File: config.mk
export PLATFORM = sky130hd
export DESIGN_NAME = mains_xfer_monitor
export DESIGN_NICKNAME = d
export VERILOG_FILES = /design/src/rtl/xfer_mon_pkg.sv /design/src/rtl/line_qualifier.sv /design/src/rtl/ms_timestamp.sv /design/src/rtl/stable_qualifier.sv /design/src/rtl/transfer_window.sv /design/src/rtl/mains_xfer_monitor.sv
export SDC_FILE = /design/constraint.sdc
export NUM_CORES = 1
export LEC_CHECK = 0
export BUFFER_PORTS_ARGS = -buffer_cell sky130_fd_sc_hd__buf_4
export CORE_ASPECT_RATIO = 0.8
export CORE_MARGIN = 1
export CORE_UTILIZATION = 35
export CTS_BUF_LIST = sky130_fd_sc_hd__clkbuf_8 sky130_fd_sc_hd__clkbuf_16
export DETAILED_ROUTE_END_ITERATION = 16
export PLACE_DENSITY_LB_ADDON = 0.05
export SLEW_MARGIN = 20
export SYNTH_ARGS = -nofsm -noshare
export SYNTH_HDL_FRONTEND = slang
export SYNTH_SLANG_ARGS = --single-unit
File: constraint.sdc
create_clock -name clk -period 9.8 [get_ports clk]
set_input_delay 0.49 -clock clk [delete_from_list [all_inputs] [get_ports clk]]
set_output_delay 0.49 -clock clk [all_outputs]
set_load 0.03 [all_outputs]
File: src/rtl/xfer_mon_pkg.sv
// Package: shared types for the mains loss transfer timing monitor.
// Assumes nothing beyond IEEE 1800-2017 enums.
package xfer_mon_pkg;

    // Transfer window phase
    typedef enum logic [1:0] {
        WIN_IDLE   = 2'd0,
        WIN_ACTIVE = 2'd1,
        WIN_DONE   = 2'd2
    } win_state_e;

endpackage

File: src/rtl/line_qualifier.sv
// Module: line_qualifier
// Synchronises the raw mains-valid bit and debounces it into line_ok with
// separate loss and restore windows counted in ms ticks. Emits a one-cycle
// loss_pulse in the first cycle line_ok reads 0.
// Assumes LOSS_DB_MS >= 1 and RESTORE_DB_MS >= 1; mains is taken as valid at reset.
module line_qualifier #(
    parameter int LOSS_DB_MS    = 20,
    parameter int RESTORE_DB_MS = 200
) (
    input  logic clk,
    input  logic rst_n,
    input  logic mains_raw,
    input  logic ms_tick,
    output logic line_ok,
    output logic loss_pulse
);

    localparam int DB_MAX = (LOSS_DB_MS > RESTORE_DB_MS) ? LOSS_DB_MS : RESTORE_DB_MS;
    localparam int DB_W   = $clog2(DB_MAX + 1);

    logic            sync_a;
    logic            sync_b;
    logic [DB_W-1:0] agree_cnt;
    logic [DB_W:0]   agree_inc;
    logic [DB_W:0]   db_limit;

    // Two-flop synchroniser for the asynchronous comparator bit
    always_ff @(posedge clk) begin
        if (!rst_n) begin
            sync_a <= 1'b1;
            sync_b <= 1'b1;
        end else begin
            sync_a <= mains_raw;
            sync_b <= sync_a;
        end
    end

    // Pick the debounce length for the direction being tested
    always_comb begin
        agree_inc = {1'b0, agree_cnt} + 1'b1;
        db_limit  = line_ok ? (DB_W+1)'(LOSS_DB_MS) : (DB_W+1)'(RESTORE_DB_MS);
    end

    // Count consecutive ticks on which the input disagrees with line_ok
    always_ff @(posedge clk) begin
        if (!rst_n) begin
            line_ok    <= 1'b1;
            agree_cnt  <= '0;
            loss_pulse <= 1'b0;
        end else begin
            loss_pulse <= 1'b0;
            if (sync_b == line_ok) begin
                agree_cnt <= '0;
            end else if (ms_tick) begin
                if (agree_inc >= db_limit) begin
                    line_ok    <= sync_b;
                    agree_cnt  <= '0;
                    loss_pulse <= line_ok;
                end else begin
                    agree_cnt <= agree_inc[DB_W-1:0];
                end
            end
        end
    end

endmodule

File: src/rtl/ms_timestamp.sv
// Module: ms_timestamp
// Free-running millisecond timestamp that wraps at 2^TS_W.
// Assumes ms_tick is a single-cycle pulse.
module ms_timestamp #(
    parameter int TS_W = 16
) (
    input  logic            clk,
    input  logic            rst_n,
    input  logic            ms_tick,
    output logic [TS_W-1:0] ts
);

    // Advance once per tick
    always_ff @(posedge clk) begin
        if (!rst_n) begin
            ts <= '0;
        end else if (ms_tick) begin
            ts <= ts + 1'b1;
        end
    end

endmodule

File: src/rtl/stable_qualifier.sv
// Module: stable_qualifier
// Decides when the LED current has been in band (at or above STABLE_PCT
// percent of target) for HOLD_MS consecutive ticks. Any out-of-band cycle
// restarts the dwell. stable is a one-cycle combinational strobe.
// Assumes STABLE_PCT <= 255 and HOLD_MS >= 1; counting only while run_en.
module stable_qualifier #(
    parameter int I_W        = 12,
    parameter int STABLE_PCT = 90,
    parameter int HOLD_MS    = 10
) (
    input  logic           clk,
    input  logic           rst_n,
    input  logic           run_en,
    input  logic           ms_tick,
    input  logic [I_W-1:0] led_i,
    input  logic [I_W-1:0] led_target,
    output logic           stable
);

    localparam int PW = I_W + 8;
    localparam int HW = $clog2(HOLD_MS + 1);

    logic [PW-1:0] led_scaled;
    logic [PW-1:0] tgt_scaled;
    logic          in_band;
    logic [HW-1:0] dwell;
    logic [HW:0]   dwell_inc;

    // Compare current against the percentage of target without division
    always_comb begin
        led_scaled = PW'(led_i) * PW'(100);
        tgt_scaled = PW'(led_target) * PW'(STABLE_PCT);
        in_band    = (led_scaled >= tgt_scaled);
        dwell_inc  = {1'b0, dwell} + 1'b1;
        stable     = run_en && in_band && ms_tick && (dwell_inc >= (HW+1)'(HOLD_MS));
    end

    // Track the in-band dwell in ticks
    always_ff @(posedge clk) begin
        if (!rst_n) begin
            dwell <= '0;
        end else if (!run_en || !in_band) begin
            dwell <= '0;
        end else if (ms_tick) begin
            dwell <= stable ? '0 : dwell_inc[HW-1:0];
        end
    end

endmodule

File: src/rtl/transfer_window.sv
// Module: transfer_window
// Opens a window on a confirmed loss, latches the loss timestamp, tracks the
// bus minimum and brownout entries, and closes on stable LED current or on
// timeout. Results hold until the next loss or clr.
// Assumes loss_pulse is one cycle and TIMEOUT_MS >= 1.
module transfer_window
    import xfer_mon_pkg::*;
#(
    parameter int TS_W       = 16,
    parameter int V_W        = 12,
    parameter int BO_W       = 8,
    parameter int TIMEOUT_MS = 2000
) (
    input  logic            clk,
    input  logic            rst_n,
    input  logic            clr,
    input  logic            ms_tick,
    input  logic            loss_pulse,
    input  logic [TS_W-1:0] ts,
    input  logic            stable,
    input  logic [V_W-1:0]  vbus,
    input  logic [V_W-1:0]  vbus_brown,
    output logic            window_active,
    output logic [TS_W-1:0] loss_ts,
    output logic [TS_W-1:0] xfer_ms,
    output logic            xfer_done,
    output logic            xfer_timeout,
    output logic [V_W-1:0]  vbus_min,
    output logic [BO_W-1:0] brownout_cnt
);

    localparam int EW = $clog2(TIMEOUT_MS + 1);

    win_state_e    state;
    logic [EW-1:0] elapsed;
    logic [EW:0]   elapsed_inc;
    logic          below_prev;
    logic          below_now;

    // Derived window conditions
    always_comb begin
        window_active = (state == WIN_ACTIVE);
        elapsed_inc   = {1'b0, elapsed} + 1'b1;
        below_now     = (vbus < vbus_brown);
    end

    // Window sequencing and result capture
    always_ff @(posedge clk) begin
        if (!rst_n || clr) begin
            state        <= WIN_IDLE;
            loss_ts      <= '0;
            xfer_ms      <= '0;
            xfer_done    <= 1'b0;
            xfer_timeout <= 1'b0;
            vbus_min     <= '1;
            brownout_cnt <= '0;
            below_prev   <= 1'b0;
            elapsed      <= '0;
        end else begin
            case (state)
                WIN_ACTIVE: begin
                    if (vbus < vbus_min) begin
                        vbus_min <= vbus;
                    end
                    below_prev <= below_now;
                    if (below_now && !below_prev && (brownout_cnt != '1)) begin
                        brownout_cnt <= brownout_cnt + 1'b1;
                    end
                    if (stable) begin
                        xfer_ms   <= ts - loss_ts;
                        xfer_done <= 1'b1;
                        state     <= WIN_DONE;
                    end else if (ms_tick) begin
                        if (elapsed_inc >= (EW+1)'(TIMEOUT_MS)) begin
                            xfer_ms      <= '1;
                            xfer_timeout <= 1'b1;
                            state        <= WIN_DONE;
                        end else begin
                            elapsed <= elapsed_inc[EW-1:0];
                        end
                    end
                end
                default: begin
                    if (loss_pulse) begin
                        state        <= WIN_ACTIVE;
                        loss_ts      <= ts;
                        xfer_ms      <= '0;
                        xfer_done    <= 1'b0;
                        xfer_timeout <= 1'b0;
                        vbus_min     <= '1;
                        brownout_cnt <= '0;
                        below_prev   <= 1'b0;
                        elapsed      <= '0;
                    end
                end
            endcase
        end
    end

endmodule

File: src/rtl/mains_xfer_monitor.sv
// Module: mains_xfer_monitor (top)
// Debounced mains detection plus transfer timing evidence: loss timestamp,
// transfer time to stable LED current, bus minimum and brownout count.
// Assumes ms_tick is a one-cycle pulse in the clk domain; mains_raw may be asynchronous.
module mains_xfer_monitor #(
    parameter int TS_W          = 16,
    parameter int V_W           = 12,
    parameter int I_W           = 12,
    parameter int BO_W          = 8,
    parameter int LOSS_DB_MS    = 20,
    parameter int RESTORE_DB_MS = 200,
    parameter int STABLE_PCT    = 90,
    parameter int HOLD_MS       = 10,
    parameter int TIMEOUT_MS    = 2000
) (
    input  logic            clk,
    input  logic            rst_n,
    input  logic            mains_raw,
    input  logic            ms_tick,
    input  logic            clr,
    input  logic [I_W-1:0]  led_i,
    input  logic [I_W-1:0]  led_target,
    input  logic [V_W-1:0]  vbus,
    input  logic [V_W-1:0]  vbus_brown,
    output logic            line_ok,
    output logic            window_active,
    output logic [TS_W-1:0] loss_ts,
    output logic [TS_W-1:0] xfer_ms,
    output logic            xfer_done,
    output logic            xfer_timeout,
    output logic [V_W-1:0]  vbus_min,
    output logic [BO_W-1:0] brownout_cnt
);

    logic            loss_pulse;
    logic [TS_W-1:0] ts_now;
    logic            led_stable;

    line_qualifier #(
        .LOSS_DB_MS    (LOSS_DB_MS),
        .RESTORE_DB_MS (RESTORE_DB_MS)
    ) u_line (
        .clk        (clk),
        .rst_n      (rst_n),
        .mains_raw  (mains_raw),
        .ms_tick    (ms_tick),
        .line_ok    (line_ok),
        .loss_pulse (loss_pulse)
    );

    ms_timestamp #(
        .TS_W (TS_W)
    ) u_ts (
        .clk     (clk),
        .rst_n   (rst_n),
        .ms_tick (ms_tick),
        .ts      (ts_now)
    );

    stable_qualifier #(
        .I_W        (I_W),
        .STABLE_PCT (STABLE_PCT),
        .HOLD_MS    (HOLD_MS)
    ) u_stable (
        .clk        (clk),
        .rst_n      (rst_n),
        .run_en     (window_active),
        .ms_tick    (ms_tick),
        .led_i      (led_i),
        .led_target (led_target),
        .stable     (led_stable)
    );

    transfer_window #(
        .TS_W       (TS_W),
        .V_W        (V_W),
        .BO_W       (BO_W),
        .TIMEOUT_MS (TIMEOUT_MS)
    ) u_win (
        .clk           (clk),
        .rst_n         (rst_n),
        .clr           (clr),
        .ms_tick       (ms_tick),
        .loss_pulse    (loss_pulse),
        .ts            (ts_now),
        .stable        (led_stable),
        .vbus          (vbus),
        .vbus_brown    (vbus_brown),
        .window_active (window_active),
        .loss_ts       (loss_ts),
        .xfer_ms       (xfer_ms),
        .xfer_done     (xfer_done),
        .xfer_timeout  (xfer_timeout),
        .vbus_min      (vbus_min),
        .brownout_cnt  (brownout_cnt)
    );

endmodule

==> metrics <==
result of the run finished clean; maximum number of pins on one net before global-route repair 33; register area share after synthesis 0.239; synthesis warning total 0; cell type with the largest total area after synthesis sky130_fd_sc_hd__dfxtp_1; starting utilization of the core area 0.357; Antenna Violating Nets Remaining 0; top cell types by occurrence after synthesis 140 x sky130_fd_sc_hd__ha_1, 131 x sky130_fd_sc_hd__inv_1, 100 x sky130_fd_sc_hd__dfxtp_1; unrepaired setup endpoints after global routing false; post-detailed-route via-to-cell ratio 4.83; category of the worst setup path launch point input pin; Final setup viols 0; critical path, cell by cell buf_4 > ha_1 > ha_1 > inv_1 > fa_1 > inv_1 > ha_1 > fa_1 > a21o_1 > a21oi_1 > nor2b_1 > o211ai_1 > nand2_1 > a41oi_1 > nand2b_1 > xnor2_1 > ha_1 > o21ai_0 > a21oi_1 > a211o_1 > a41oi_4 > a21oi_2 > nor2_1 > o2bb2ai_1; switching component of the power 0.488 mW; post-detailed-routing wire length 19700 um; Horiz. Die Dim 175 um; most frequently used flop master after synthesis sky130_fd_sc_hd__dfxtp_1; filler cell count 2411; gr ovfl total 0; total of buffers placed on input and output ports 108; total buffers and inverters traversed by the critical path 3; CP endpoint kind flip-flop; share of async-settable or async-resettable flops after synthesis 0; number of cells in the finished layout apart from fillers 1419; placed instance count 1403; placed inst area 9490 um2; layout cells sized above 1 0.124; RD Place Congestion 0.796; synthesized net count 1224; relative contribution of the clock network to total power 0.279; TritonCTS clock tree yes; CTS root buf sky130_fd_sc_hd__clkbuf_16; max-slew headroom at the worst pin 0.335; area overhead of the layout relative to synthesis 16.9%; CTS max path bufs 2; dominant cell type by count on the critical path sky130_fd_sc_hd__ha_1; leakage power 4.58 nW; I/O pin cnt 109; Total GRT Usage 0.166; power density normalized to cell area 138 nW/um2; arrival time at the worst endpoint 5.88 ns; Post CTS Setup Buffer Count 0; cell row count 50; number of buffers added to fix hold violations after cts 0; Die Footprint 24600 um2; Storage cell area 2000 um2; worst-skew pair later-pin latency 0.36 ns; level count of the clock H-tree 3; number of max-cap violations 0; Switching Fraction 0.361; combined area of the multi-input logic cells 5790 um2; ANT cells 0; Clock transition at path regs 0.07 ns; number of vias after detailed routing 6854; average instance area after synthesis 8.34 um2; netlist area before placement 8380 um2; Required @ worst endpoint 10.08 ns; Max VDD drop 0.0750 mV; post-synth top area share 0.239; EDFF count, synth 0; number of global-route vias before repair 6561; count of final max-slew check failures 0; core area 23500 um2; Iter 0 DRT Violations 318; worst slack on hold paths 0.318 ns; maximum clock frequency 178 MHz; Worst Max-Slew Pin Slew 0.984 ns; number of distinct standard cells referenced by the synthesized netlist 56; wire length of the first global-routing pass 33100 um; final worst-path cycle share 0.572; drc violations 0; die height 140 um; cell internal pwr 0.866 mW; nets@finish 1321; maximum fanout along the worst path 12; class of the most critical hold timing path input pin to flip-flop; fin crit period 5.61 ns; sum of negative setup slack 0 ns; portion of total power attributed to combinational logic 0.419; final cell area excluding filler cells 9800 um2; start-to-end type of the worst setup path input pin to flip-flop; cell with the biggest individual delay on the critical path sky130_fd_sc_hd__nor2_1; Synth Register Bits 100; Worst Clk Skew 0.0144 ns; Slowest Stage Delay on Critical Path 0.72 ns; most common cell in the synthesized netlist sky130_fd_sc_hd__ha_1; average wire length per cell after detail routing 13.9 um; top post-synthesis cells by area sky130_fd_sc_hd__dfxtp_1 24%, sky130_fd_sc_hd__ha_1 21%, sky130_fd_sc_hd__fa_1 6.2%, sky130_fd_sc_hd__inv_1 5.9%, sky130_fd_sc_hd__a21oi_1 4.7%; synthesized netlist cell count 1005; clk sinks 100; PostCTS Resize Cnt 0; cell family contributing the most delay on the critical path compound AO/OA/AOI/OAI gates; Reg power frac 0.302; TritonCTS buffer count 9; final hold vios 0; antenna violations before repair 0; HPWL after DPL 15600 um; Pre-Repair DR Iteration Count 4
[final timing paths]
kind / startpoint / endpoint / slack [ns] / cells after the start
max: led_target[2] / u_win.xfer_ms[15] / 4.19 / 24
min: mains_raw / u_line.sync_a / 0.32 / 2
max reg2reg: u_win.state[1] / u_win.elapsed[9] / 6.60 / 6
min reg2reg: u_line.sync_a / u_line.sync_b / 0.41 / 1
[state kept, by name (all words and copies together) (netlist names), 2 cells and up]
register	flops
u_win.loss_ts	16
u_line.agree_cnt	8
u_win.brownout_cnt	8
u_win.vbus_min	12
u_ts.ts	16
u_win.elapsed	11
u_win.state	2
u_win.xfer_ms	16
u_stable.dwell	4
[layout by cell type, fill, tap and decap left out, types with 8 or more instances in the layout]
cell type | synthesis | final
sky130_fd_sc_hd__a211oi_1 | 9 | 9
sky130_fd_sc_hd__a21o_1 | 20 | 20
sky130_fd_sc_hd__a21oi_1 | 79 | 79
sky130_fd_sc_hd__a31oi_1 | 9 | 9
sky130_fd_sc_hd__and2_1 | 14 | 14
sky130_fd_sc_hd__and3_1 | 14 | 14
sky130_fd_sc_hd__buf_4 | 2 | 109
sky130_fd_sc_hd__clkbuf_16 | 0 | 9
sky130_fd_sc_hd__dfxtp_1 | 100 | 100
sky130_fd_sc_hd__fa_1 | 26 | 26
sky130_fd_sc_hd__ha_1 | 140 | 140
sky130_fd_sc_hd__inv_1 | 131 | 131
sky130_fd_sc_hd__nand2_1 | 85 | 85
sky130_fd_sc_hd__nand2b_1 | 23 | 23
sky130_fd_sc_hd__nand3_1 | 36 | 36
sky130_fd_sc_hd__nand3b_1 | 8 | 8
sky130_fd_sc_hd__nand4_1 | 9 | 9
sky130_fd_sc_hd__nor2_1 | 47 | 46
sky130_fd_sc_hd__nor2b_1 | 13 | 13
sky130_fd_sc_hd__nor3_1 | 16 | 16
sky130_fd_sc_hd__o211ai_1 | 14 | 14
sky130_fd_sc_hd__o21a_1 | 8 | 8
sky130_fd_sc_hd__o21ai_0 | 41 | 41
sky130_fd_sc_hd__o2bb2ai_1 | 10 | 10
sky130_fd_sc_hd__or3_1 | 13 | 13
sky130_fd_sc_hd__xnor2_1 | 38 | 38
sky130_fd_sc_hd__xor2_1 | 22 | 22
[logic make-up after synthesis]
logic type	synth area share
compound gates	0.175
fa+ha+maj	0.271
buf+inv	0.0708
simple gates	0.175
xor+xnor	0.0627
flops	0.239
mux	0.00597
[worst register-to-register path: stages (launching register included)]
cell and delay [ns]:
sky130_fd_sc_hd__dfxtp_1 0.31, sky130_fd_sc_hd__nand2b_1 0.27, sky130_fd_sc_hd__nand2_1 0.74, sky130_fd_sc_hd__nand2_1 0.56, sky130_fd_sc_hd__a41oi_1 0.92, sky130_fd_sc_hd__o21bai_1 0.22
sky130_fd_sc_hd__a21o_1 0.13
[per-stage QoR]
| step | utilization | worst slack [ns] | total power [mW] |
|---|---|---|---|
| 5_1_grt | 0.418 | 3.73 | 1.48 |
| 3_3_place_gp | 0.404 | 3.82 | 0.993 |
| 4_1_cts | 0.418 | 4.15 | 1.38 |
| 6_report | 0.418 | 4.19 | 1.35 |
| 2_1_floorplan | - | 4.64 | 0.857 |
| 3_5_place_dp | 0.404 | 3.79 | 0.991 |
[per-layer routing]
metal / GRT usage / wire length [um] / share of wire / up-vias
li1: - / - / - / 3678
met1: 0.254 / 11000 / 0.56 / 3077
met2: 0.244 / 7870 / 0.40 / 90
met3: 0.0271 / 671 / 0.034 / 9
met4: 0.0261 / 133 / 0.0068 / 0
met5: 0 / 0 / 0 / -
[power groups by stage]
stage / Sequential, mW / Clock [mW] / Combinational (mW)
global placement: 0.419 / 0 / 0.574
global route: 0.409 / 0.409 / 0.662
floorplan: 0.418 / 0 / 0.439
detailed placement: 0.419 / 0 / 0.572
finish: 0.409 / 0.378 / 0.567
CTS: 0.409 / 0.390 / 0.578
[cell type report]
type,count,share of cell area
Inverter,131,0.0502
Timing Repair Buffer,109,0.0835
Sequential cell,100,0.204
Clock buffer,9,0.0230
Multi-Input combinational cell,751,0.591
Clock inverter,7,0.00830
Tap cell,312,0.0399
Power figures use the tool's default switching activity.
